===== config.mk =====
export PLATFORM = sky130hd
export DESIGN_NAME = shiftsub_divider
export DESIGN_NICKNAME = d
export VERILOG_FILES = /design/src/rtl/shiftsub_divider.sv
export SDC_FILE = /design/constraint.sdc
export NUM_CORES = 1
export LEC_CHECK = 0
export BUFFER_PORTS_ARGS = -buffer_cell sky130_fd_sc_hd__buf_4
export CAP_MARGIN = 30
export CORE_MARGIN = 8
export CORE_UTILIZATION = 57
export CTS_CLUSTER_DIAMETER = 150
export DETAILED_ROUTE_END_ITERATION = 6
export GPL_TIMING_DRIVEN = 0
export PLACE_DENSITY_LB_ADDON = 0.1
export SLEW_MARGIN = 10
export SYNTH_ARGS = -nofsm -noshare
export SYNTH_HDL_FRONTEND = slang
export SYNTH_SLANG_ARGS = --single-unit

===== constraint.sdc =====
create_clock -name clk -period 3.3 [get_ports clk]
set_input_delay 0 -clock clk [delete_from_list [all_inputs] [get_ports clk]]
set_output_delay 0 -clock clk [all_outputs]
set_load 0.05 [all_outputs]

===== src/rtl/shiftsub_divider.sv =====
module shiftsub_divider #(
  parameter int W = 32
) (
  input  logic         clk,
  input  logic         rst_n,
  input  logic         start,
  input  logic [W-1:0] dividend,
  input  logic [W-1:0] divisor,
  output logic         busy,
  output logic         done,
  output logic         div_zero,
  output logic [W-1:0] quotient,
  output logic [W-1:0] remainder
);
  localparam int CW = $clog2(W);

  typedef enum logic [1:0] {S_IDLE, S_ITER, S_FIX} st_t;

  st_t            st;
  logic [2*W-1:0] acc;
  logic           carry;
  logic [W-1:0]   dsr;
  logic [CW-1:0]  cnt;
  logic [W:0]     diff;
  logic           fits;

  assign diff      = {carry, acc[2*W-1:W]} - {1'b0, dsr};
  assign fits      = ~diff[W];
  assign busy      = (st != S_IDLE);
  assign quotient  = acc[W-1:0];
  assign remainder = acc[2*W-1:W];

  always_ff @(posedge clk or negedge rst_n) begin
    if (!rst_n) begin
      st       <= S_IDLE;
      acc      <= '0;
      carry    <= 1'b0;
      dsr      <= '0;
      cnt      <= '0;
      done     <= 1'b0;
      div_zero <= 1'b0;
    end else begin
      done <= 1'b0;
      case (st)
        S_IDLE: if (start) begin
          carry    <= 1'b0;
          div_zero <= (divisor == '0);
          if (divisor == '0) begin
            acc  <= {dividend, {W{1'b1}}};
            done <= 1'b1;
          end else begin
            acc <= {{(W-1){1'b0}}, dividend, 1'b0};
            dsr <= divisor;
            cnt <= '0;
            st  <= S_ITER;
          end
        end
        S_ITER: begin
          if (fits) {carry, acc} <= {diff[W-1:0], acc[W-1:0], 1'b1};
          else      {carry, acc} <= {acc, 1'b0};
          cnt <= cnt + 1'b1;
          if (cnt == CW'(W-1)) st <= S_FIX;
        end
        S_FIX: begin
          acc[2*W-1:W] <= {carry, acc[2*W-1:W+1]};
          carry        <= 1'b0;
          done         <= 1'b1;
          st           <= S_IDLE;
        end
        default: st <= S_IDLE;
      endcase
    end
  end
endmodule



==> results of run 1 <==
-- timing repair --
action / in CTS / in global routing
endpoints found under the setup margin: 31 / 33
hold endpoints to repair: 157 / 0
gates resized for setup: 15 / 17
gates cloned: 1 / 0
hold buffers: 52 / 0
pin swaps: 6 / 12
setup buffers: 12 / 7
-- routing by layer --
layer  up-vias  wire length [um]  part of all wire, %
li1       3426                 -                    -
met1      3704              9960                   39
met2       408             12400                   49
met3        88              1910                  7.6
met4         0              1060                  4.2
met5         -                 0                    0
-- layout by cell type (no fill, tap or decap), drive strengths merged, types with 15 or more instances in the layout --
cell | Yosys | routed
mux2i | 30 | 30
nor2 | 42 | 42
ha | 37 | 37
o21ai | 97 | 97
a221oi | 20 | 20
dfrtp | 106 | 106
dlygate4sd3 | 0 | 52
inv | 42 | 43
clkbuf | 45 | 56
nand2 | 66 | 66
mux2 | 33 | 33
a21o | 15 | 15
o32ai | 21 | 21
or3 | 33 | 33
buf | 8 | 160
a21oi | 65 | 65
-- critical path, delay by kind of cell (launching register included) --
kind	cells	cell delay [ns]
flip-flops	1	0.45
AO/OA/AOI/OAI	3	0.79
XOR/XNOR	1	0.16
AND/OR/NAND/NOR	3	0.82
adder cells (fa/ha/maj)	1	0.27
buffers and inverters	4	0.50
multiplexers	1	0.12
-- cell families after synthesis --
family / count (synthesis)
compound gates: 277
xor+xnor: 28
fa+ha+maj: 38
buf+inv: 95
flops: 106
mux: 63
simple gates: 200
-- area by class of cell --
| cell class | count | share of cell area (%) |
|---|---|---|
| Buffer | 53 | 2.54 |
| Clock buffer | 11 | 2.51 |
| Clock inverter | 4 | 0.544 |
| Inverter | 42 | 1.63 |
| Multi-Input combinational cell | 606 | 45.0 |
| Sequential cell | 106 | 27.5 |
| Tap cell | 172 | 2.23 |
| Timing Repair Buffer | 204 | 18.0 |
-- path summary, 6_finish.rpt --
check / start / endpoint / slack, ns / depth (start not counted)
hold / removal: dividend[14] / acc[46]$_DFFE_PN0P_ / 0.004 / 3
hold reg to reg: cnt[4]$_DFFE_PN0P_ / cnt[4]$_DFFE_PN0P_ / 0.50 / 1
setup reg to reg: acc[51]$_DFFE_PN0P_ / acc[33]$_DFFE_PN0P_ / 0.07 / 13
setup / recovery: acc[51]$_DFFE_PN0P_ / acc[33]$_DFFE_PN0P_ / 0.07 / 13
min in group asynchronous: rst_n / acc[23]$_DFFE_PN0P_ / 0.08 / 2
max in group asynchronous: rst_n / acc[32]$_DFFE_PN0P_ / 2.52 / 3
-- registers in the layout, indices dropped and copies added (netlist names) --
signal and count:
done 1, carry 1, acc 64, cnt 5, st 2, div_zero 1, dsr 32
-- through the flow --
stage,setup TNS [ns],cell area (um2),std cells
4_1_cts,0,9480,1192
6_report,0,9660,1198
5_1_grt,-0.0671,9660,1198
3_3_place_gp,-3.38,8470,1112
2_1_floorplan,0,7260,807
3_5_place_dp,-4.11,8470,1112
==> summary.txt, run 1 <==
Outcome
  – Outcome: finished clean

Global route
  – Routing usage on met1: 38.5%
  – Largest net degree at the start of global routing: 107
  – First-pass GRT wire length: 39700 um
  – GR Util All Layers: 30.4%
  – Final global-route overflow total: 0
  – Antenna violations before repair: 0
  – Layer with the highest usage: met2
  – Met3 Use GR: 4.47%
  – M2 GR Usage: 49.4%
  – Vias in the first global route: 7558

Yosys
  – Synth top area cells: dfrtp_1 37%, o21ai_0 6.6%, ha_1 6.4%
  – Syn avg cell area: 8.96 um2
  – Compound-gate portion of the synthesized area: 24.8%
  – Async S/R FF share, synth: 100%
  – Mapped Area: 0.00723 mm2
  – Post-synth top area share: 36.7%
  – EDFF count, synth: 0
  – Net Count, Synth: 912
  – Post-Syn Instances: 807
  – Adder-cell share of the synthesized area: 6.68%
  – Most frequent cells after synthesis: 106 x dfrtp_1, 95 x o21ai_0, 66 x nand2_1
  – Mux cell area share after synthesis: 9.29%
  – Largest family of logic cells by synthesized area: compound AO/OA/AOI/OAI gates
  – Yosys top cell by area: dfrtp_1
  – Post-Synth XOR/XNOR Area: 3.65%
  – Syn. warnings: 0
  – Register area share after synthesis: 36.7%
  – Cell variety after synth: 59
  – Flops & latches, synth: 106
  – Top-count cell post-synth: dfrtp_1
  – Simple-Gate Fraction of Synth Area: 13.6%
  – Post-synth top flop: dfrtp_1

Timing
  – Final slew viol count: 0
  – Clock Skew: 0.00795 ns
  – RSZ-0062 raised after global routing: true
  – FMAX: 0.309 GHz
  – Period utilization: 98.0%
  – Final Hold Fails: 0
  – Minimum clock period: 3.23 ns
  – Worst-margin pin slew: 0.818 ns
  – Setup ws final: 0.0672 ns
  – Final setup viols: 0
  – Final Hold Slack: 0.00401 ns
  – Relative slew slack: 45.3%

Finish
  – Fillers: 904
  – Nets: 1127
  – Multi-input gate area in the final layout: 0.00435 mm2
  – Synthesis-to-finish area growth: 33.6%
  – Ant diodes: 0
  – FF+latch area: 0.00266 mm2
  – Share of cells above drive strength 1: 23.7%
  – Fin util: 77.1%

Worst setup path
  – CP Launch Type: flip-flop
  – Critical Path AT: 3.48 ns
  – CP most frequent cell: buf_6
  – Critical-path cell list: ha_4 -> buf_6 -> nand4_1 -> or3b_4 -> nor3_4 -> o21ai_2 -> o41a_4 -> xnor2_4 -> buf_12 -> buf_6 -> buf_4 -> mux2i_1 -> a221o_1
  – Nature of the critical path endpoint: flip-flop
  – Crit Path Max Fanout: 7
  – Worst path max stage delay: 0.46 ns
  – Critical path's slowest cell: or3b_4
  – Crit path required time: 3.55 ns
  – Critical path type: flip-flop to flip-flop

Placement
  – DP Worst Slack: -0.238 ns
  – Final HPWL DP: 17900 um
  – Port bufs: 133
  – Routability cong.: 0.912

Clocking
  – Clock root cell: clkbuf_16
  – TritonCTS Buffers: 9
  – Worst-path clk slew: 0.08 ns
  – Worst-Skew Late Latency: 0.36 ns
  – TritonCTS Sinks: 106
  – H-tree depth: 3
  – CTS max path bufs: 2
  – CTS tree: yes

Min path
  – Hold Path Class: input pin to flip-flop

Drt
  – Vias: 7626
  – Via density: 6.37
  – Routed WL per cell: 21.1 um
  – Routed Antenna Nets: 0
  – DRC Markers: 0
  – Initial drt markers: 900
  – Pre-antenna DRT Iters: 5
  – Final wirelength: 25300 um

Floorplanning
  – Die area: 0.0165 mm2
  – # IOs: 134
  – Core area: 0.0125 mm2
  – Starting utilization of the core area: 57.8%
  – FP Rows: 41
  – Die height: 129 um
  – Die W: 129 um

Flow run
  – Max cap viols: 0
Power of run 1 is left out: the tool's default activity adds up to more than one toggle a clock period on the data nets, which glitch-free logic cannot reach.
==> run 2, diff against run 1 <==
- CELL_PAD_IN_SITES_DETAIL_PLACEMENT: not set -> 1
- CELL_PAD_IN_SITES_GLOBAL_PLACEMENT: not set -> 2
- CORE_UTILIZATION: 57 -> 34
==> run 2 against run 1 <==
  * Cell count is 8.6% higher
  * Setup slack worse by 0.018 ns
  * Critical path depth grew 1
  * Hold slack gained 0.0011 ns
  * Register-to-register slack lost 0.02 ns
  * Non-clock buffer count did not move
  * Sequential share of layout area decreased by 0.54 points
==> summary.txt, run 2 (synthesis results as in run 1) <==
Timing
  – Minimum clock period: 3.25 ns
  – FMAX: 0.308 GHz
  – Final setup viols: 0
  – Worst-margin pin slew: 0.723 ns
  – Final slew viol count: 0
  – RSZ-0062 raised after global routing: true
  – Period utilization: 98.5%
  – Final Hold Fails: 0
  – Relative slew slack: 51.8%
  – Setup TNS: 0 ns
  – Clock Skew: 0.00984 ns

Drt
  – Initial drt markers: 389
  – Final wirelength: 29200 um
  – Routed WL per cell: 22.5 um
  – DRC Markers: 0
  – Via density: 5.62
  – Routed Antenna Nets: 0
  – Pre-antenna DRT Iters: 5
  – Vias: 7310

Clocking
  – Worst-Skew Late Latency: 0.36 ns
  – Worst-path clk slew: 0.08 ns
  – TritonCTS Buffers: 9
  – Clock root cell: clkbuf_16
  – CTS max path bufs: 2
  – H-tree depth: 3
  – TritonCTS Sinks: 106
  – CTS tree: yes

Min path
  – Hold Path Class: input pin to flip-flop

Worst setup path
  – Nature of the critical path endpoint: flip-flop
  – CP Launch Type: flip-flop
  – Crit path required time: 3.57 ns
  – Critical path type: flip-flop to flip-flop
  – R2r setup slk: 0.05 ns
  – Crit Path Max Fanout: 10
  – Critical Path AT: 3.52 ns

Finish
  – Max reg flops: 64
  – Commonest cells after routing, fill and taps aside: 149 x buf_4, 99 x dfrtp_1, 93 x o21ai_0
  – Synthesis-to-finish area growth: 36.3%
  – Top reg by flops: acc
  – Fillers: 2465
  – Design Area, Final: 0.00985 mm2
  – Share of cells above drive strength 1: 25.9%
  – Nets: 1127
  – Ant diodes: 0
  – Fin util: 47.0%
  – Commonest non-fill, non-tap cell in the layout: buf_4
  – Biggest regs: acc x64, dsr x32, cnt x5

Floorplanning
  – Core area: 0.0210 mm2
  – Die W: 162 um
  – # IOs: 134
  – FP Rows: 53
  – Die height: 162 um
  – Starting utilization of the core area: 34.5%
  – Die area: 0.0262 mm2

Flow run
  – Max cap viols: 0

Placement
  – Final HPWL DP: 22300 um
  – Post-DP Area: 0.00863 mm2
  – Routability cong.: 0.846
  – Port bufs: 133

Global route
  – Largest net degree at the start of global routing: 81
  – Antenna violations before repair: 0
  – Final global-route overflow total: 0
  – Vias in the first global route: 7913
  – GR Util All Layers: 22.3%
  – First-pass GRT wire length: 46100 um

Outcome
  – Outcome: finished clean
run 2: cell types whose count changed in the layout (fill, tap and decap cells not counted), moves of 4 or more:
cell,change
mux2i_1,-7
mux2i_4,+4
clkbuf_2,+5
o32ai_2,+5
ha_4,-4
o32ai_1,-5
run 2: worst paths after layout:
| check | from | to | depth (start not counted) |
|---|---|---|---|
| min in group asynchronous | rst_n | acc[23]$_DFFE_PN0P_ | 2 |
| worst max-delay path | dsr[0]$_DFFE_PN0P_ | acc[53]$_DFFE_PN0P_ | 14 |
| worst min-delay path | dividend[25] | acc[57]$_DFFE_PN0P_ | 3 |
| max in group asynchronous | rst_n | acc[49]$_DFFE_PN0P_ | 3 |
| worst min register to register | div_zero$_DFFE_PN0P_ | div_zero$_DFFE_PN0P_ | 2 |
| worst max register to register | dsr[0]$_DFFE_PN0P_ | acc[53]$_DFFE_PN0P_ | 14 |
run 2: what timing repair did:
| action | CTS | global route |
|---|---|---|
| pin swaps | 10 | 12 |
| setup buffers | 9 | 8 |
| gates resized for setup | 17 | 45 |
| cloned | 0 | 0 |
| hold buffers | 53 | 0 |
| endpoints found under the hold margin | 158 | 0 |
| setup endpoints to repair | 33 | 70 |
run 2: metal layers:
layer,track usage [%],part of all wire [%]
met5,0,0
met4,7.58,2.3
met3,3.19,3.7
met2,38.1,50
met1,28.3,44
run 2: stage by stage:
stage          worst slack [ns]  cells  hold slack (ns)
4_1_cts                 0.00117   1293          0.00316
3_3_place_gp             -0.316   1215            0.244
6_report                 0.0489   1301          0.00513
3_5_place_dp             -0.300   1216           -0.110
5_1_grt                 -0.0839   1301           0.0249
2_1_floorplan             0.137    807           -0.296
run 2: critical path, stage by stage, from the launching register on:
cell,delay [ns]
dfrtp_1,0.44
ha_2,0.21
inv_2,0.05
fa_2,0.21
a211oi_2,0.09
o211ai_1,0.35
a31oi_4,0.19
nor3_4,0.21
o21ai_2,0.10
o41a_4,0.40
xnor2_4,0.15
buf_12,0.15
buf_12,0.15
mux2i_4,0.18
o32ai_2,0.27
run 2: area by class of cell:
class	instances	area [um2]	area share (%)
plain buffers	53	256	2.60
clock buffers	9	225	2.29
clock inverters	6	75.1	0.762
inverters	42	158	1.60
multi-input cells	606	4430	45.0
flip-flops and latches	106	2660	27.0
well taps	275	344	3.49
repair buffers	204	1700	17.3
Power of run 2 is left out for the same reason.
